$ cat src/rtl/bridge_serr_pkg.sv
package bridge_serr_pkg;

    typedef enum logic [1:0] {
        XFER_READ    = 2'd0,
        XFER_POSTED  = 2'd1,
        XFER_DELAYED = 2'd2
    } xfer_e;

    typedef struct packed {
        logic cmd_serr_en;
        logic cmd_perr_resp;
        logic bctl_perr_resp;
        logic bctl_fwd_en;
        logic sig_serr;
        logic rcv_serr;
        logic serr_pulse;
        logic discard;
    } serr_state_t;

endpackage

$ cat src/rtl/bridge_serr_retry.sv
module bridge_serr_retry #(
    parameter int CNT_W = 24
) (
    input  logic clk,
    input  logic rst_n,
    input  logic start,
    input  logic retry,
    output logic exhausted
);
    localparam logic [CNT_W-1:0] CNT_LAST = {CNT_W{1'b1}};
    localparam logic [CNT_W-1:0] CNT_ONE  = {{(CNT_W-1){1'b0}}, 1'b1};

    logic [CNT_W-1:0] cnt_d, cnt_q;

    always_comb begin
        cnt_d     = cnt_q;
        exhausted = 1'b0;
        if (start) begin
            cnt_d = retry ? CNT_ONE : '0;
        end else if (retry) begin
            cnt_d     = cnt_q + CNT_ONE;
            exhausted = (cnt_q == CNT_LAST);
        end
    end

    always_ff @(posedge clk or negedge rst_n) begin
        if (!rst_n) cnt_q <= '0;
        else        cnt_q <= cnt_d;
    end
endmodule

$ cat src/rtl/bridge_serr_perr.sv
module bridge_serr_perr
    import bridge_serr_pkg::*;
(
    input  logic       vld,
    input  logic [1:0] kind,
    input  logic       upstream,
    input  logic       on_pri,
    input  logic       on_sec,
    input  logic       resp_cmd,
    input  logic       resp_bctl,
    output logic       hit
);
    logic posted;
    logic target_only;

    always_comb begin
        posted      = (kind == XFER_POSTED);
        // target bus flagged it, initiator bus did not
        target_only = upstream ? (on_pri && !on_sec) : (on_sec && !on_pri);
        hit         = vld && posted && target_only && resp_cmd && resp_bctl;
    end
endmodule

$ cat src/rtl/bridge_serr_ctl.sv
module bridge_serr_ctl
    import bridge_serr_pkg::*;
#(
    parameter int RETRY_W = 24
) (
    input  logic       clk,
    input  logic       rst_n,
    input  logic       cmd_wr,
    input  logic [1:0] cmd_wdata,
    input  logic       bctl_wr,
    input  logic [1:0] bctl_wdata,
    input  logic       pri_sts_clr,
    input  logic       sec_sts_clr,
    input  logic       perr_vld,
    input  logic [1:0] perr_type,
    input  logic       perr_upstream,
    input  logic       perr_on_pri,
    input  logic       perr_on_sec,
    input  logic       pw_tabort,
    input  logic       pw_mabort,
    input  logic       pw_start,
    input  logic       pw_retry,
    input  logic       sec_serr_n,
    output logic       pri_serr_n,
    output logic       pw_discard,
    output logic       sig_serr_sts,
    output logic       rcv_serr_sts
);
    serr_state_t st_d, st_q;
    logic perr_hit;
    logic exhausted;
    logic sec_evt;
    logic any_evt;
    logic serr_en_w;
    logic fwd_en_w;

    bridge_serr_perr u_perr (
        .vld       (perr_vld),
        .kind      (perr_type),
        .upstream  (perr_upstream),
        .on_pri    (perr_on_pri),
        .on_sec    (perr_on_sec),
        .resp_cmd  (st_q.cmd_perr_resp),
        .resp_bctl (st_q.bctl_perr_resp),
        .hit       (perr_hit)
    );

    bridge_serr_retry #(.CNT_W(RETRY_W)) u_retry (
        .clk       (clk),
        .rst_n     (rst_n),
        .start     (pw_start),
        .retry     (pw_retry),
        .exhausted (exhausted)
    );

    always_comb begin
        st_d = st_q;
        if (cmd_wr) begin
            st_d.cmd_serr_en   = cmd_wdata[0];
            st_d.cmd_perr_resp = cmd_wdata[1];
        end
        if (bctl_wr) begin
            st_d.bctl_perr_resp = bctl_wdata[0];
            st_d.bctl_fwd_en    = bctl_wdata[1];
        end
        sec_evt = !sec_serr_n && st_q.bctl_fwd_en;
        any_evt = perr_hit || pw_tabort || pw_mabort || exhausted || sec_evt;
        st_d.serr_pulse = any_evt && st_q.cmd_serr_en;
        st_d.discard    = exhausted;
        if (pri_sts_clr)     st_d.sig_serr = 1'b0;
        if (st_d.serr_pulse) st_d.sig_serr = 1'b1;
        if (sec_sts_clr)     st_d.rcv_serr = 1'b0;
        if (sec_evt)         st_d.rcv_serr = 1'b1;
    end

    always_ff @(posedge clk or negedge rst_n) begin
        if (!rst_n) st_q <= '0;
        else        st_q <= st_d;
    end

    assign pri_serr_n   = !st_q.serr_pulse;
    assign pw_discard   = st_q.discard;
    assign sig_serr_sts = st_q.sig_serr;
    assign rcv_serr_sts = st_q.rcv_serr;
    assign serr_en_w    = st_q.cmd_serr_en;
    assign fwd_en_w     = st_q.bctl_fwd_en;
endmodule

$ cat config.mk
export PLATFORM = sky130hd
export DESIGN_NAME = bridge_serr_ctl
export DESIGN_NICKNAME = d
export VERILOG_FILES = /design/src/rtl/bridge_serr_pkg.sv /design/src/rtl/bridge_serr_retry.sv /design/src/rtl/bridge_serr_perr.sv /design/src/rtl/bridge_serr_ctl.sv
export SDC_FILE = /design/constraint.sdc
export NUM_CORES = 1
export LEC_CHECK = 0
export BUFFER_PORTS_ARGS = -buffer_cell sky130_fd_sc_hd__buf_2
export CAP_MARGIN = 15
export CORE_UTILIZATION = 45
export CTS_BUF_LIST = sky130_fd_sc_hd__clkbuf_4
export CTS_CLUSTER_DIAMETER = 200
export DETAILED_ROUTE_END_ITERATION = 8
export PLACE_DENSITY = 0.68
export SYNTH_ARGS = -nofsm -noshare
export SYNTH_HDL_FRONTEND = slang
export SYNTH_SLANG_ARGS = --single-unit
$ cat constraint.sdc
create_clock -name clk -period 1.8 [get_ports clk]
set_input_delay 0.09 -clock clk [delete_from_list [all_inputs] [get_ports clk]]
set_output_delay 0.09 -clock clk [all_outputs]
set_load 0.01 [all_outputs]
; ---- Word-level counts from Yosys, hierarchy flattened
; Index checks and enable logic that the tools add are counted.
[classes]
n_addsub = 1
eq_ne = 2
mux = 10
reduce_logical = 19
[ops]
columns = cell, count
row1 = two-way mux 24 bit, 2
row2 = adder 24 x 1 -> 24 bit (second input constant), 1
row3 = == test 24 bit (second input constant), 1
row4 = logical AND 1 bit, 8
row5 = two-way mux 1 bit, 8
row6 = nonzero test 2 bit, 3
row7 = logical NOT 1 bit, 4
row8 = logical OR 1 bit, 4
row9 = == test 2 x 1 -> 1 bit (second input constant), 1
[totals]
reg_bits = 32
in_bits = 21
output_inout_bits = 4
word_cells = 41

; ---- Logic depth before layout (Yosys ltp)
; Gate-level depths: netlist (run 1).
[logic_depth]
ltp_word = 12
ltp_mapped = 6
ltp_nobuf = 5

; ---- Modules after synthesis
; From an unflattened synthesis (run 1), not the netlist that was laid out.
[hier_totals]
hier_cells = 174
area_unflattened_um2 = 1697.9
[modules_own_cells]
columns = module, n_inst, cells_each, area_per_inst_um2, seq_area_each_um2
row1 = bridge_serr_retry, 1, 146, 1356.3, 600.6
row2 = bridge_serr_ctl, 1, 23, 302.8, 200.2
row3 = bridge_serr_perr, 1, 5, 38.8, 0.0

; ---- Worst setup path before layout (run 1)
; No wires, ideal clock.
[synth_timing]
path_kind = register to register
from = register u_retry.cnt_q[1]
to = register u_retry.cnt_q[20]
setup_ns = 0.077
arrival_ns = 1.650
required_time_ns = 1.723
slack_ns = 0.073
path_stages_with_launch = 7
path_buffers = 1
synth_period_minus_slack_ns = 1.727
path_cell_list = dfrtp_1 > ha_1 > and4_4 > o21ai_2 > buf_2 > or4_1 > a21oi_1
[synth_between]
elab_chain_cells = 3
[synth_rtl]
columns = element, line
row1 = from (decl), bridge_serr_retry.sv:13  ; logic [CNT_W-1:0] cnt_d, cnt_q;
row2 = from (signal assigned), bridge_serr_retry.sv:28  ; else cnt_q <= cnt_d;
row3 = adder 24 x 1 -> 24 bit, bridge_serr_retry.sv:21  ; cnt_d = cnt_q + CNT_ONE;
row4 = two-way mux 24 bit, bridge_serr_retry.sv:20  ; end else if (retry) begin
row5 = two-way mux 24 bit, bridge_serr_retry.sv:18  ; if (start) begin
; No other way between the ends. The select of a mux whose other input is x is not followed.
; A chain may end at the register's enable or synchronous reset.

; ---- Worst setup path after layout (run 1)
[layout_timing]
from = register u_retry.cnt_q[0]
to = register u_retry.cnt_q[16]
; The elaborated chain is that of the path after synthesis.

==> results of run 1 <==
[Yosys cell counts, drive strengths merged]
cell     count  area share (%)
a21oi        8             2.3
o211ai       1             1.2
nand2        7             1.5
dfrtp       32              46
or3b         1            0.50
a21o         1            0.43
nand4b       1            0.50
xor2         6             3.0
o2111ai      1            0.50
nand4        7             2.5
clkbuf       6             2.6
or2          1            0.36
nor3         2            0.58
or4          9             3.9
nor2        20             4.3
o21ba        1            0.58
and4         5             2.7
a2111oi      1            0.50
o31a         1            0.50
o21ai        1            0.50
o21a         1            0.43
o31ai        7             3.0
and3         3             1.1
a31o         1            0.50
buf          3             1.4
inv          5             1.1
nand3        9             3.2
xnor2        6             3.0
mux2         6             3.9
nand3b       1            0.43
nand2b       1            0.36
nor2b        5             1.8
mux2i        1            0.58
ha           1            0.72
nor4         4             2.3
and2         2            0.72
a211oi       1            0.43
[final cells by class]
| cell class | instances | area, um2 | area share (%) |
|---|---|---|---|
| repair buffers | 36 | 222.7 | 10.84 |
| inverters | 5 | 18.77 | 0.9135 |
| clock inverters | 2 | 35.03 | 1.705 |
| clock buffers | 6 | 45.04 | 2.192 |
| flip-flops and latches | 32 | 800.8 | 38.98 |
| multi-input cells | 123 | 872.1 | 42.45 |
| well taps | 48 | 60.06 | 2.923 |
[power by group through the flow]
stage	combinational [mW]	sequential (mW)	clock, mW
detailed placement	0.141	0.773	0
global route	0.165	0.763	0.598
global placement	0.136	0.771	0
finish	0.149	0.759	0.553
floorplan	0.0706	0.777	0
CTS	0.150	0.759	0.563
[state kept, by name (all words and copies together) (netlist names)]
signal / cells
fwd_en_w: 1
st_q: 3
pw_discard: 1
sig_serr_sts: 1
u_retry.cnt_q: 24
serr_en_w: 1
rcv_serr_sts: 1
[cells by family (layout without fill, tap and decap cells)]
group                      Yosys count  after routing  share of synthesized area (%)
xor gates and xnor gates            12             12                          6.043
buffers and inverters               14             49                          5.036
muxes                                7              7                          4.460
and+or+nand+nor                     78             78                          26.76
AOI/OAI and AO/OA                   25             25                          10.94
DFF                                 32             32                          46.04
adders and majority gates            1              1                         0.7193
[routing by layer]
layer / global-route usage [%] / share of wire [%]
met1: 21.55 / 43
met2: 30.98 / 50
met3: 5.893 / 6.3
met4: 6.667 / 0.29
met5: 0 / 0
[worst max-delay path, stage by stage (launching register included)]
cell	delay, ns
dfrtp_1	0.38
ha_2	0.22
and4_4	0.28
o21ai_4	0.11
or4_1	0.52
a21oi_2	0.16
[stage by stage]
step / power (mW) / hold slack (ns) / std cells / util [%] / area (um2)
after global routing: 1.526 / 0.000008493 / 252 / 55.70 / 2054
after global placement: 0.9071 / 0.1792 / 239 / 51.59 / 1903
after CTS: 1.472 / 0.005527 / 252 / 55.12 / 2033
after detailed placement: 0.9144 / 0.1780 / 239 / 51.59 / 1903
final: 1.460 / 0.009864 / 252 / 55.70 / 2054
after floorplan: 0.8472 / -0.2056 / 169 / - / 1739
[path summary, 6_finish.rpt]
| kind | from | slack [ns] | depth (start not counted) | end |
|---|---|---|---|---|
| worst max-delay path | u_retry.cnt_q[0]$_DFFE_PN0P_ | 0.08 | 5 | u_retry.cnt_q[16]$_DFFE_PN0P_ |
| worst min-delay path | cmd_wr | 0.01 | 2 | st_q[6]$_DFFE_PN0P_ |
| worst max register to register | u_retry.cnt_q[0]$_DFFE_PN0P_ | 0.08 | 5 | u_retry.cnt_q[16]$_DFFE_PN0P_ |
| worst min register to register | rcv_serr_sts$_DFFE_PN0P_ | 0.49 | 1 | rcv_serr_sts$_DFFE_PN0P_ |
| max in group asynchronous | rst_n | 1.02 | 2 | u_retry.cnt_q[0]$_DFFE_PN0P_ |
| min in group asynchronous | rst_n | 0.32 | 2 | u_retry.cnt_q[19]$_DFFE_PN0P_ |
[what timing repair did]
action,CTS,global route
endpoints found under the hold margin,36,0
setup endpoints to repair,0,6
hold buffers,5,0
gates resized for setup,0,4
==> flow_summary.ini, run 1 <==
[synthesis]
ys_warn_count = 0
ys_types = 46
avgSynthCellArea_um2 = 10.29
synthCells = 169
synth-seq-area-share_pct = 46.04
synth_area_um2 = 1739
synth-seq-cells = 32
syn-num-nets = 191

[drt]
wirelength_mm = 3.436
firstDrtPassIters = 4
drc = 0
viasPerCell = 5.770
vias = 1454
final_antenna_net_count = 0
drt_iter0_markers = 67
wl_per_cell_um = 13.63

[timing]
setup-tns-final_ns = 0
setup_viol = 0
rsz0062_at_grt = false
min_period_ns = 1.723
slew-limit-headroom_pct = 53.36
finalClockSkew_ns = 0.01217
worst_pin_slew_ns = 0.6995
finalWorstSetupSlack_ns = 0.07704
slew_viol_final = 0
max_freq_ghz = 0.5804
period_share_pct = 95.72
hold_viol = 0

[floorplan]
ios = 25
start_util_pct = 47.15
design.core.area_um2 = 3689
die_h_um = 64.17
die_w_um = 64.17
rows = 22
dieArea_um2 = 4117

[grt]
grt_use_total_pct = 18.28
grt_start_max_net_pins = 33
grt_pass1_vias = 1327
grt_antenna_before_repair = 0
grt_pass1_wl_mm = 5.747
grt-ovfl-total = 0

[pwr]
switching_power_mw = 0.3382
power.leakage_nw = 0.8735
irDropWorstVdd_v = 0.0002632
switching_share_pct = 23.16
power_density_nw_per_um2 = 710.9
pwr-share-clk_pct = 37.9
cell_internal_pwr_mw = 1.122
p_comb_share_pct = 10.2
p_seq_share_pct = 52.0

[clocking]
clk_latency_ns = 0.34
cts_sinks = 32
cts_buffer_depth = 2
path_clk_slew_ns = 0.10
cts_buffers = 5
cts_tree = yes
post_cts_buffers = 0
h-tree-depth = 2
cts_root_buf = clkbuf_4

[run]
drv_cap = 0

[layout]
nets = 225
area_delta_synth_final_pct = 18.13
antenna_cells = 0
drive_gt1_share_pct = 26.96
final_common_cell = dfrtp_1
fillers = 323
layout_common_cells = dfrtp_1 (32), buf_2 (24), nor2_1 (20), or4_1 (9)

[critical_path]
crit_path_start_kind = register
worst-setup-path-type = register to register
cp_max_fo = 12
arrival_ns = 2.00
critPathCaptureType = register
required_ns = 2.08

[placement]
port-buffer-count = 24
pre_cts_slack_ns = 0.06221
dp_hpwl_mm = 2.400
gp_congestion = 0.7717

[outcome]
status = complete, no violations

[worst_hold_path]
hp-class = input port to register
Note: power is estimated with default switching activity, not from simulation.
==> inputs of run 2 (changes only) <==
Settings changed: CORE_UTILIZATION 45 to 48, CTS_CLUSTER_SIZE from default to 28, PLACE_DENSITY 0.68 to 0.7.
==> run 2 against run 1 <==
  * Setup slack improved by 0.013 ns
  * Sequential power barely moved
  * Die area shrank 6.0%
  * Maximum frequency up 0.74%
  * First-iteration DRC count shrank 21%
  * Critical endpoint is now u_retry.cnt_q[18]$_DFFE_PN0P_
  * Largest power group unchanged
==> flow_summary.ini, run 2 (synthesis results as in run 1) <==
[outcome]
status = complete, no violations

[clocking]
cts_tree = yes
clk_latency_ns = 0.34
cts_buffer_depth = 2
path_clk_slew_ns = 0.10
cts_root_buf = clkbuf_4
cts_sinks = 32
h-tree-depth = 2
cts_buffers = 5

[drt]
wirelength_mm = 3.684
final_antenna_net_count = 0
firstDrtPassIters = 4
drt_iter0_markers = 53
vias = 1412
viasPerCell = 5.648
drc = 0
wl_per_cell_um = 14.74

[floorplan]
die_w_um = 62.20
ios = 25
dieArea_um2 = 3868
design.core.area_um2 = 3416
start_util_pct = 50.92
rows = 21
die_h_um = 62.20

[timing]
hold_slack_ns = 0.01033
slew_viol_final = 0
period_share_pct = 95.02
worst_pin_slew_ns = 0.7066
min_period_ns = 1.710
slew-limit-headroom_pct = 52.89
finalWorstSetupSlack_ns = 0.08963
finalClockSkew_ns = 0.01219
max_freq_ghz = 0.5847
hold_viol = 0
setup-tns-final_ns = 0
rsz0062_at_grt = false
setup_viol = 0

[placement]
pre_cts_slack_ns = 0.03677
placed_cell_area_um2 = 1901
port-buffer-count = 24
dp_hpwl_mm = 2.604
gp_congestion = 0.8682

[critical_path]
critPathCaptureType = register
arrival_ns = 1.99
worst-setup-path-type = register to register
slowest_stage = or4_1
reg2reg_depth = 5
path_cells = ha_2, and4_4, o21ai_4, or4_1, a21oi_2
required_ns = 2.08
crit_path_start_kind = register
max_stage_delay_ns = 0.52
cp_max_fo = 12

[run]
drv_cap = 0

[pwr]
irDropWorstVdd_v = 0.0004732
power.leakage_nw = 0.8658
power_density_nw_per_um2 = 642.0

[worst_hold_path]
hp-class = input port to register
hold_depth = 3

[layout]
seq_area_um2 = 802.0
nets = 226
antenna_cells = 0
multi_input_area_um2 = 872.1
fillers = 297
reg_top3 = u_retry.cnt_q (24), st_q (3)
drive_gt1_share_pct = 27.45
postLayoutCellArea_um2 = 2031
regMostFlops = u_retry.cnt_q
final_common_cell = dfrtp_1
area_delta_synth_final_pct = 16.76
layout_common_cells = dfrtp_1 (31), buf_2 (24), nor2_1 (20), or4_1 (9), buf_4 (8)
largest_reg_flops = 24
final_util_pct = 59.45

[grt]
grt_antenna_before_repair = 0
grt_start_max_net_pins = 33
grt_use_total_pct = 20.58
grt-ovfl-total = 0
grt_pass1_vias = 1485
grt_pass1_wl_mm = 6.210
==> run 2: changes by cell type in the layout (fill, tap and decap cells not counted), sizes merged <==
| cell | previous run | this run |
|---|---|---|
| buf | 31 | 32 |
| bufinv | 1 | 0 |
==> run 2: area by class of cell <==
cell class	count	share of cell area, %
Clock buffer	6	2.218
Inverter	5	0.9242
Multi-Input combinational cell	123	42.95
Timing Repair Buffer	37	11.34
Sequential cell	32	39.49
Clock inverter	1	0.2465
Tap cell	46	2.834
==> run 2: metrics by stage <==
step                std cells  power [mW]
global route              250       1.361
finish                    250       1.304
CTS                       248       1.314
global placement          237      0.9061
detailed placement        237      0.9136
floorplan                 169      0.8472
==> run 2: path summary, 6_finish.rpt <==
path,start,endpoint,slack (ns)
hold reg to reg,rcv_serr_sts$_DFFE_PN0P_,rcv_serr_sts$_DFFE_PN0P_,0.49
hold / removal,sec_sts_clr,rcv_serr_sts$_DFFE_PN0P_,0.01
max in group asynchronous,rst_n,u_retry.cnt_q[5]$_DFFE_PN0P_,0.98
setup / recovery,u_retry.cnt_q[0]$_DFFE_PN0P_,u_retry.cnt_q[18]$_DFFE_PN0P_,0.09
setup reg to reg,u_retry.cnt_q[0]$_DFFE_PN0P_,u_retry.cnt_q[18]$_DFFE_PN0P_,0.09
min in group asynchronous,rst_n,u_retry.cnt_q[16]$_DFFE_PN0P_,0.33
==> run 2: critical path: cells and delay by family, from the launching register on <==
kind	cells	cell delay, ns
flip-flops	1	0.37
AO/OA/AOI/OAI	2	0.27
adder cells (fa/ha/maj)	1	0.21
AND/OR/NAND/NOR	2	0.81
==> run 2: layer usage <==
metal | share of wire, % | GRT usage [%]
met5 | 0 | 0
met4 | 2.3 | 11.63
met3 | 3.4 | 4.412
met2 | 51 | 35.16
met1 | 43 | 23.86
==> run 2: power breakdown <==
| part | internal (mW) | switching (mW) |
|---|---|---|
| registers | 0.743 | 0.0152 |
| logic | 0.0725 | 0.0771 |
| clock network | 0.159 | 0.237 |
==> run 2: timing repair <==
item	CTS	global route
endpoints found under the hold margin	35	1
buffers inserted	0	1
endpoints found under the setup margin	0	8
hold buffers	4	1
gates resized for setup	0	5
